--- src/rtl/irqd_pkg.sv ---
package irqd_pkg;
  localparam int unsigned LVL_W_DEF = 6;

  // State of the held level word
  typedef enum logic [1:0] {
    LV_IDLE = 2'd0,
    LV_SET  = 2'd1,
    LV_EOI  = 2'd2
  } lvl_state_e;

  // Indices of the single-bit request sources
  localparam int unsigned SRC_RST = 0;
  localparam int unsigned SRC_NMI = 1;
  localparam int unsigned NUM_SRC = 2;
endpackage

--- src/rtl/irqd_req_flag.sv ---
module irqd_req_flag (
  input  logic clk,
  input  logic rst_n,
  input  logic req_i,
  input  logic take_i,
  output logic pend_o
);
  logic pend_q;
  logic pend_d;
  logic pend_en;

  // A new request wins over a service in the same cycle
  always_comb begin
    pend_en = req_i | take_i;
    pend_d  = req_i | (pend_q & ~take_i);
  end

  always_ff @(posedge clk or negedge rst_n) begin
    if (!rst_n)       pend_q <= 1'b0;
    else if (pend_en) pend_q <= pend_d;
  end

  assign pend_o = pend_q;

  a_r2_flag_clears: assert property (@(posedge clk) disable iff (!rst_n)
    (take_i && !req_i) |=> !pend_o);
  a_r11_set_wins: assert property (@(posedge clk) disable iff (!rst_n)
    req_i |=> pend_o);
endmodule

--- src/rtl/irqd_level_track.sv ---
module irqd_level_track
  import irqd_pkg::*;
#(
  parameter int unsigned LVL_W = LVL_W_DEF
) (
  input  logic             clk,
  input  logic             rst_n,
  input  logic             wr_i,
  input  logic [LVL_W-1:0] data_i,
  input  logic             take_i,
  input  logic             fire_i,
  output lvl_state_e       state_o,
  output logic [LVL_W-1:0] val_o
);
  lvl_state_e       st_q, st_d;
  logic [LVL_W-1:0] val_q, val_d;
  logic             upd_en;

  always_comb begin
    st_d   = st_q;
    val_d  = val_q;
    upd_en = wr_i | take_i;
    if (wr_i) begin
      // Latest write replaces whatever is held
      val_d = data_i;
      st_d  = (data_i == '0) ? LV_EOI : LV_SET;
    end else if (take_i && ((st_q == LV_EOI) || fire_i)) begin
      st_d = LV_IDLE;
    end
  end

  always_ff @(posedge clk or negedge rst_n) begin
    if (!rst_n) begin
      st_q  <= LV_IDLE;
      val_q <= '0;
    end else if (upd_en) begin
      st_q  <= st_d;
      val_q <= val_d;
    end
  end

  assign state_o = st_q;
  assign val_o   = val_q;

  a_r6_retry_holds: assert property (@(posedge clk) disable iff (!rst_n)
    (st_q == LV_SET && take_i && !fire_i && !wr_i) |=> (st_q == LV_SET && val_q == $past(val_q)));
  a_r8_overwrite: assert property (@(posedge clk) disable iff (!rst_n)
    wr_i |=> (val_q == $past(data_i)));
  a_r4_eoi_idle: assert property (@(posedge clk) disable iff (!rst_n)
    (st_q == LV_EOI && take_i && !wr_i) |=> (st_q == LV_IDLE));
endmodule

--- src/rtl/irqd_arbiter.sv ---
module irqd_arbiter
  import irqd_pkg::*;
#(
  parameter int unsigned LVL_W = LVL_W_DEF
) (
  input  logic             bnd_i,
  input  logic             rst_pend_i,
  input  logic             nmi_pend_i,
  input  lvl_state_e       lvl_state_i,
  input  logic [LVL_W-1:0] lvl_val_i,
  input  logic             ie_i,
  input  logic [LVL_W-1:0] mask_i,
  output logic             take_rst_o,
  output logic             take_nmi_o,
  output logic             take_lvl_o,
  output logic             fire_int_o,
  output logic             eoi_o
);
  logic lvl_busy;
  logic unmasked;

  always_comb begin
    lvl_busy   = (lvl_state_i != LV_IDLE);
    unmasked   = |(lvl_val_i & mask_i);
    take_rst_o = bnd_i & rst_pend_i;
    take_nmi_o = bnd_i & ~rst_pend_i & nmi_pend_i;
    take_lvl_o = bnd_i & ~rst_pend_i & ~nmi_pend_i & lvl_busy;
    eoi_o      = (lvl_state_i == LV_EOI);
    fire_int_o = take_lvl_o & (lvl_state_i == LV_SET) & ie_i & unmasked;
  end
endmodule

--- src/rtl/irq_delivery_unit.sv ---
module irq_delivery_unit
  import irqd_pkg::*;
#(
  parameter int unsigned LVL_W = LVL_W_DEF
) (
  input  logic             clk,
  input  logic             rst_n,
  input  logic             req_reset_i,
  input  logic             req_nmi_i,
  input  logic             lvl_wr_i,
  input  logic [LVL_W-1:0] lvl_data_i,
  input  logic             sr_ie_i,
  input  logic [LVL_W-1:0] sr_mask_i,
  input  logic             insn_bnd_i,
  output logic [LVL_W-1:0] cause_hwpend_o,
  output logic             exc_nmi_rst_o,
  output logic             exc_int_o
);
  logic [NUM_SRC-1:0] src_req;
  logic [NUM_SRC-1:0] src_take;
  logic [NUM_SRC-1:0] src_pend;
  lvl_state_e         lvl_state;
  logic [LVL_W-1:0]   lvl_val;
  logic               take_lvl;
  logic               fire_int;
  logic               eoi;
  logic [LVL_W-1:0]   cause_q, cause_d;
  logic               cause_en;

  assign src_req[SRC_RST] = req_reset_i;
  assign src_req[SRC_NMI] = req_nmi_i;

  for (genvar g = 0; g < NUM_SRC; g++) begin : g_src
    irqd_req_flag u_flag (
      .clk    (clk),
      .rst_n  (rst_n),
      .req_i  (src_req[g]),
      .take_i (src_take[g]),
      .pend_o (src_pend[g])
    );
  end

  irqd_level_track #(.LVL_W(LVL_W)) u_level (
    .clk     (clk),
    .rst_n   (rst_n),
    .wr_i    (lvl_wr_i),
    .data_i  (lvl_data_i),
    .take_i  (take_lvl),
    .fire_i  (fire_int),
    .state_o (lvl_state),
    .val_o   (lvl_val)
  );

  irqd_arbiter #(.LVL_W(LVL_W)) u_arb (
    .bnd_i       (insn_bnd_i),
    .rst_pend_i  (src_pend[SRC_RST]),
    .nmi_pend_i  (src_pend[SRC_NMI]),
    .lvl_state_i (lvl_state),
    .lvl_val_i   (lvl_val),
    .ie_i        (sr_ie_i),
    .mask_i      (sr_mask_i),
    .take_rst_o  (src_take[SRC_RST]),
    .take_nmi_o  (src_take[SRC_NMI]),
    .take_lvl_o  (take_lvl),
    .fire_int_o  (fire_int),
    .eoi_o       (eoi)
  );

  // Cause pending field: cleared, then reloaded, on every level service
  always_comb begin
    cause_en = take_lvl;
    cause_d  = eoi ? '0 : lvl_val;
  end

  always_ff @(posedge clk or negedge rst_n) begin
    if (!rst_n)        cause_q <= '0;
    else if (cause_en) cause_q <= cause_d;
  end

  assign cause_hwpend_o = cause_q;
  assign exc_nmi_rst_o  = |src_take;
  assign exc_int_o      = fire_int;

  a_r1_reset_first: assert property (@(posedge clk) disable iff (!rst_n)
    (src_pend[SRC_RST] && insn_bnd_i) |-> (!exc_int_o && !take_lvl));
  a_r1_cause_kept: assert property (@(posedge clk) disable iff (!rst_n)
    exc_nmi_rst_o |=> $stable(cause_hwpend_o));
  a_r3_cause_load: assert property (@(posedge clk) disable iff (!rst_n)
    (take_lvl && !eoi) |=> (cause_hwpend_o == $past(lvl_val)));
  a_r4_eoi_clear: assert property (@(posedge clk) disable iff (!rst_n)
    (take_lvl && eoi) |=> (cause_hwpend_o == '0));
  a_r5_enable_gate: assert property (@(posedge clk) disable iff (!rst_n)
    exc_int_o |-> (sr_ie_i && |(cause_d & sr_mask_i)));
  a_r10_on_boundary: assert property (@(posedge clk) disable iff (!rst_n)
    (exc_nmi_rst_o || exc_int_o) |-> insn_bnd_i);
endmodule

--- config.mk ---
export PLATFORM = sky130hd
export DESIGN_NAME = irq_delivery_unit
export DESIGN_NICKNAME = d
export VERILOG_FILES = /design/src/rtl/irqd_pkg.sv /design/src/rtl/irqd_req_flag.sv /design/src/rtl/irqd_level_track.sv /design/src/rtl/irqd_arbiter.sv /design/src/rtl/irq_delivery_unit.sv
export SDC_FILE = /design/constraint.sdc
export NUM_CORES = 1
export LEC_CHECK = 0
export BUFFER_PORTS_ARGS = -buffer_cell sky130_fd_sc_hd__buf_2
export CORE_ASPECT_RATIO = 0.9
export CORE_MARGIN = 5
export CORE_UTILIZATION = 41
export DETAILED_ROUTE_END_ITERATION = 8
export MAX_ROUTING_LAYER = met4
export PLACE_DENSITY = 0.72
export SLEW_MARGIN = 0
export SYNTH_ARGS = -nofsm -noshare
export SYNTH_HDL_FRONTEND = slang
export SYNTH_SLANG_ARGS = --single-unit
--- constraint.sdc ---
create_clock -name clk -period 1.51 [get_ports clk]
set_clock_uncertainty 0.2 [all_clocks]
set_input_delay 0.0755 -clock clk [delete_from_list [all_inputs] [get_ports clk]]
set_output_delay 0.0755 -clock clk [all_outputs]
set_load 0.01 [all_outputs]
==> flow_summary.yaml <==
die:
  die_h_microns: 49.22
  core_sq_um: 1647
  die_x_microns: 53.58
  start_util_pct: 42.55
  ios: 27
  dieArea_sq_um: 2637
  std_cell_rows: 14
critical_path:
  r2r_slack_ns: -0.01
  critical_path.max_stage_delay_ns: 0.42
  crit_path_top_delay_cell: "dfrtp_1"
  end_kind: "output port"
  critical_path_required_ns: 1.23
  path_class: "reg2out"
  critPathLaunchType: "flop"
  path_max_fanout: 2
  crit_arrival_ns: 1.35
  reg2reg_depth: 4
  r2r-end: "u_level.state_o[0]$_DFFE_PN0P_"
  r2r-start: "g_src[1].u_flag.pend_o$_DFFE_PN0P_"
  crit_chain: "nor3b_4 > o21ai_4 > nor4_2 > buf_2"
detailed_routing:
  drtAntennaViolNets: 0
  wl_mm: 1.807
  drc_errors: 0
  via_count: 644
  firstDrtPassIters: 4
  drtIter0Drc: 6
  via_per_inst: 5.152
  wl_per_cell_microns: 14.46
synth:
  synth_edf_count: 0
  syn_inst: 53
  synth_warnings: 0
  syn_avg_cell_area_sq_um: 13.22
  synth_common_cells: "16 x dfrtp_1, 6 x a32o_1, 6 x mux2_2"
  ys_types: 20
  synth.area.top_cells: "dfrtp_1 57%, mux2_2 9.6%, a32o_1 8.6%"
  yosysTopAreaCellShare_pct: 57.14
  syn-cell-area_sq_um: 700.7
  synth_area_leader_cell: "dfrtp_1"
  async_flop_share_pct: 100.0
  syn_nets: 72
  synth-seq-cells: 16
  ys.flop_type: "dfrtp_1"
  yosysSeqAreaShare_pct: 57.14
  synth_most_common_cell: "dfrtp_1"
clock_network:
  cts_tree: "done"
  insertion_delay_ns: 0.29
  numCtsBuffers: 3
  htree_num_levels: 1
  clk_root_buffer_cell: "clkbuf_4"
  clk_path_buf_depth: 2
  clk_pin_slew_ns: 0.09
  cts.sinks: 16
job:
  cap_violations: 0
grt:
  grt_pass1_vias: 671
  grt_max_degree: 17
  track_usage_pct: 16.66
  antenna_found_initial: 0
  grt_first_pass_wirelength_mm: 3.091
  grt-ovfl-total: 0
sta:
  tightestPinTransition_ns: 0.4375
  slew_headroom_pct: 70.45
  rsz0062_at_grt: "true"
  fin_crit_sh_pct: 107.5
  final-hold-violation-count: 0
  finalMaxSlewViolations: 0
  finalWorstSetupSlack_ns: -0.1140
  period_minus_slack_ns: 1.624
  max_freq_mhz: 615.8
  setup_viol: 2
power_and_ir_drop:
  p_int_uw: 741.0
  p_comb_share_pct: 25.7
  p_switching_uw: 279.5
  powerDensity_nw_per_um2: 953.9
  ir_drop_v: 0.0008118
  finalPower_mw: 1.020
  clkPwrFrac_pct: 21.7
  seqPwrFrac_pct: 52.7
  switching_share_pct: 27.38
  power.leakage_nw: 0.5031
status:
  violations: "negative setup slack"
  outcome: "complete, but fails checks"
placed_design:
  place.gp.congestion: 0.7646
  dp_hpwl_mm: 1.277
  pre_cts_slack_ns: 0.04730
  io_buffers: 26
layout:
  finish.utilization_pct: 64.97
  antenna_cells: 0
  fin_nets: 122
  drive_gt1_share_pct: 49.50
  synthToLayoutAreaGrowth_pct: 52.68
hold_path:
  hold_path.class: "in2async"
[what timing repair did]
action | in CTS | in global routing
resized for setup | 0 | 1
endpoints found under the hold margin | 25 | 0
hold buffers | 11 | 0
setup buffers | 6 | 0
pin swaps | 2 | 0
setup endpoints to repair | 1 | 2
cloned | 0 | 0
[metrics by stage]
| step | cells | setup TNS [ns] | hold slack, ns | instance area, sq um |
|---|---|---|---|---|
| 3_5_place_dp | 105 | 0 | -0.1936 | 887.1 |
| 2_1_floorplan | 53 | 0 | -0.4201 | 706.9 |
| 4_1_cts | 125 | -0.1472 | 0.01402 | 1065 |
| 6_report | 125 | -0.1195 | 0.01305 | 1070 |
| 5_1_grt | 125 | -0.2612 | 0.03936 | 1070 |
| 3_3_place_gp | 105 | 0 | -0.1971 | 887.1 |
[critical path: cells and delay by family, from the launching register on]
family	cells	cell delay [ns]
AOI/OAI and AO/OA	1	0.09
buffers and inverters	1	0.17
DFF	1	0.42
and+or+nand+nor	2	0.39
[layout by cell type (no fill, tap or decap), types with 2 or more instances in the layout]
cell type	netlist	routed
clkbuf_4	0	3
dfrtp_1	16	16
mux2_2	6	6
a32o_1	6	6
buf_2	2	26
nand2_1	2	2
buf_4	0	10
a22oi_1	3	3
nor2_1	4	4
dlygate4sd3_1	0	11
[power by group through the flow]
stage	Clock (mW)	Sequential [mW]	Combinational [mW]
4_1_cts	0.231	0.538	0.260
5_1_grt	0.248	0.545	0.285
6_report	0.221	0.537	0.262
3_5_place_dp	0	0.552	0.214
2_1_floorplan	0	0.565	0.0891
3_3_place_gp	0	0.548	0.214
[state kept, by name, indices dropped and copies added, names as in the netlist]
name / flops
cause_hwpend_o: 6
u_level.val_o: 6
u_level.state_o: 2
g_src.u_flag.pend_o: 2
[cell type report]
| class | count | area (sq um) |
|---|---|---|
| Multi-Input combinational cell | 34 | 297.8 |
| Sequential cell | 16 | 400.4 |
| Inverter | 1 | 3.754 |
| Timing Repair Buffer | 47 | 315.3 |
| Tap cell | 24 | 30.03 |
| Fill cell | 148 | 576.8 |
| Clock buffer | 3 | 22.52 |
[worst max path at each step]
stage          depth (start not counted)                          startpoint  slack (ns)                              to
3_3_place_gp                           4  g_src[1].u_flag.pend_o$_DFFE_PN0P_         0.1                       exc_int_o
2_1_floorplan                          3  g_src[0].u_flag.pend_o$_DFFE_PN0P_        0.03  u_level.state_o[0]$_DFFE_PN0P_
6_report                               4  g_src[1].u_flag.pend_o$_DFFE_PN0P_       -0.11                       exc_int_o
4_1_cts                                4  g_src[1].u_flag.pend_o$_DFFE_PN0P_       -0.14                       exc_int_o
3_5_place_dp                           4  g_src[1].u_flag.pend_o$_DFFE_PN0P_        0.05                       exc_int_o
5_1_grt                                4  g_src[1].u_flag.pend_o$_DFFE_PN0P_       -0.19                       exc_int_o
[kinds of logic (layout without fill, tap and decap cells)]
| kind of cell | after synthesis | in the layout | synth area share, % |
|---|---|---|---|
| buf+inv | 3 | 51 | 1.964 |
| simple gates | 12 | 12 | 10.36 |
| flops | 16 | 16 | 57.14 |
| mux | 7 | 7 | 11.07 |
| compound gates | 15 | 15 | 19.47 |
[routing by layer]
metal	global-route usage [%]	vias to the layer above	wire (microns)	share of wire, %
met5	-	-	0	0
met2	27.35	18	948	52
li1	-	303	-	-
met4	2.553	0	0	0
met1	19.77	323	754	42
met3	5.810	0	104	5.8
Power figures use the tool's default switching activity.
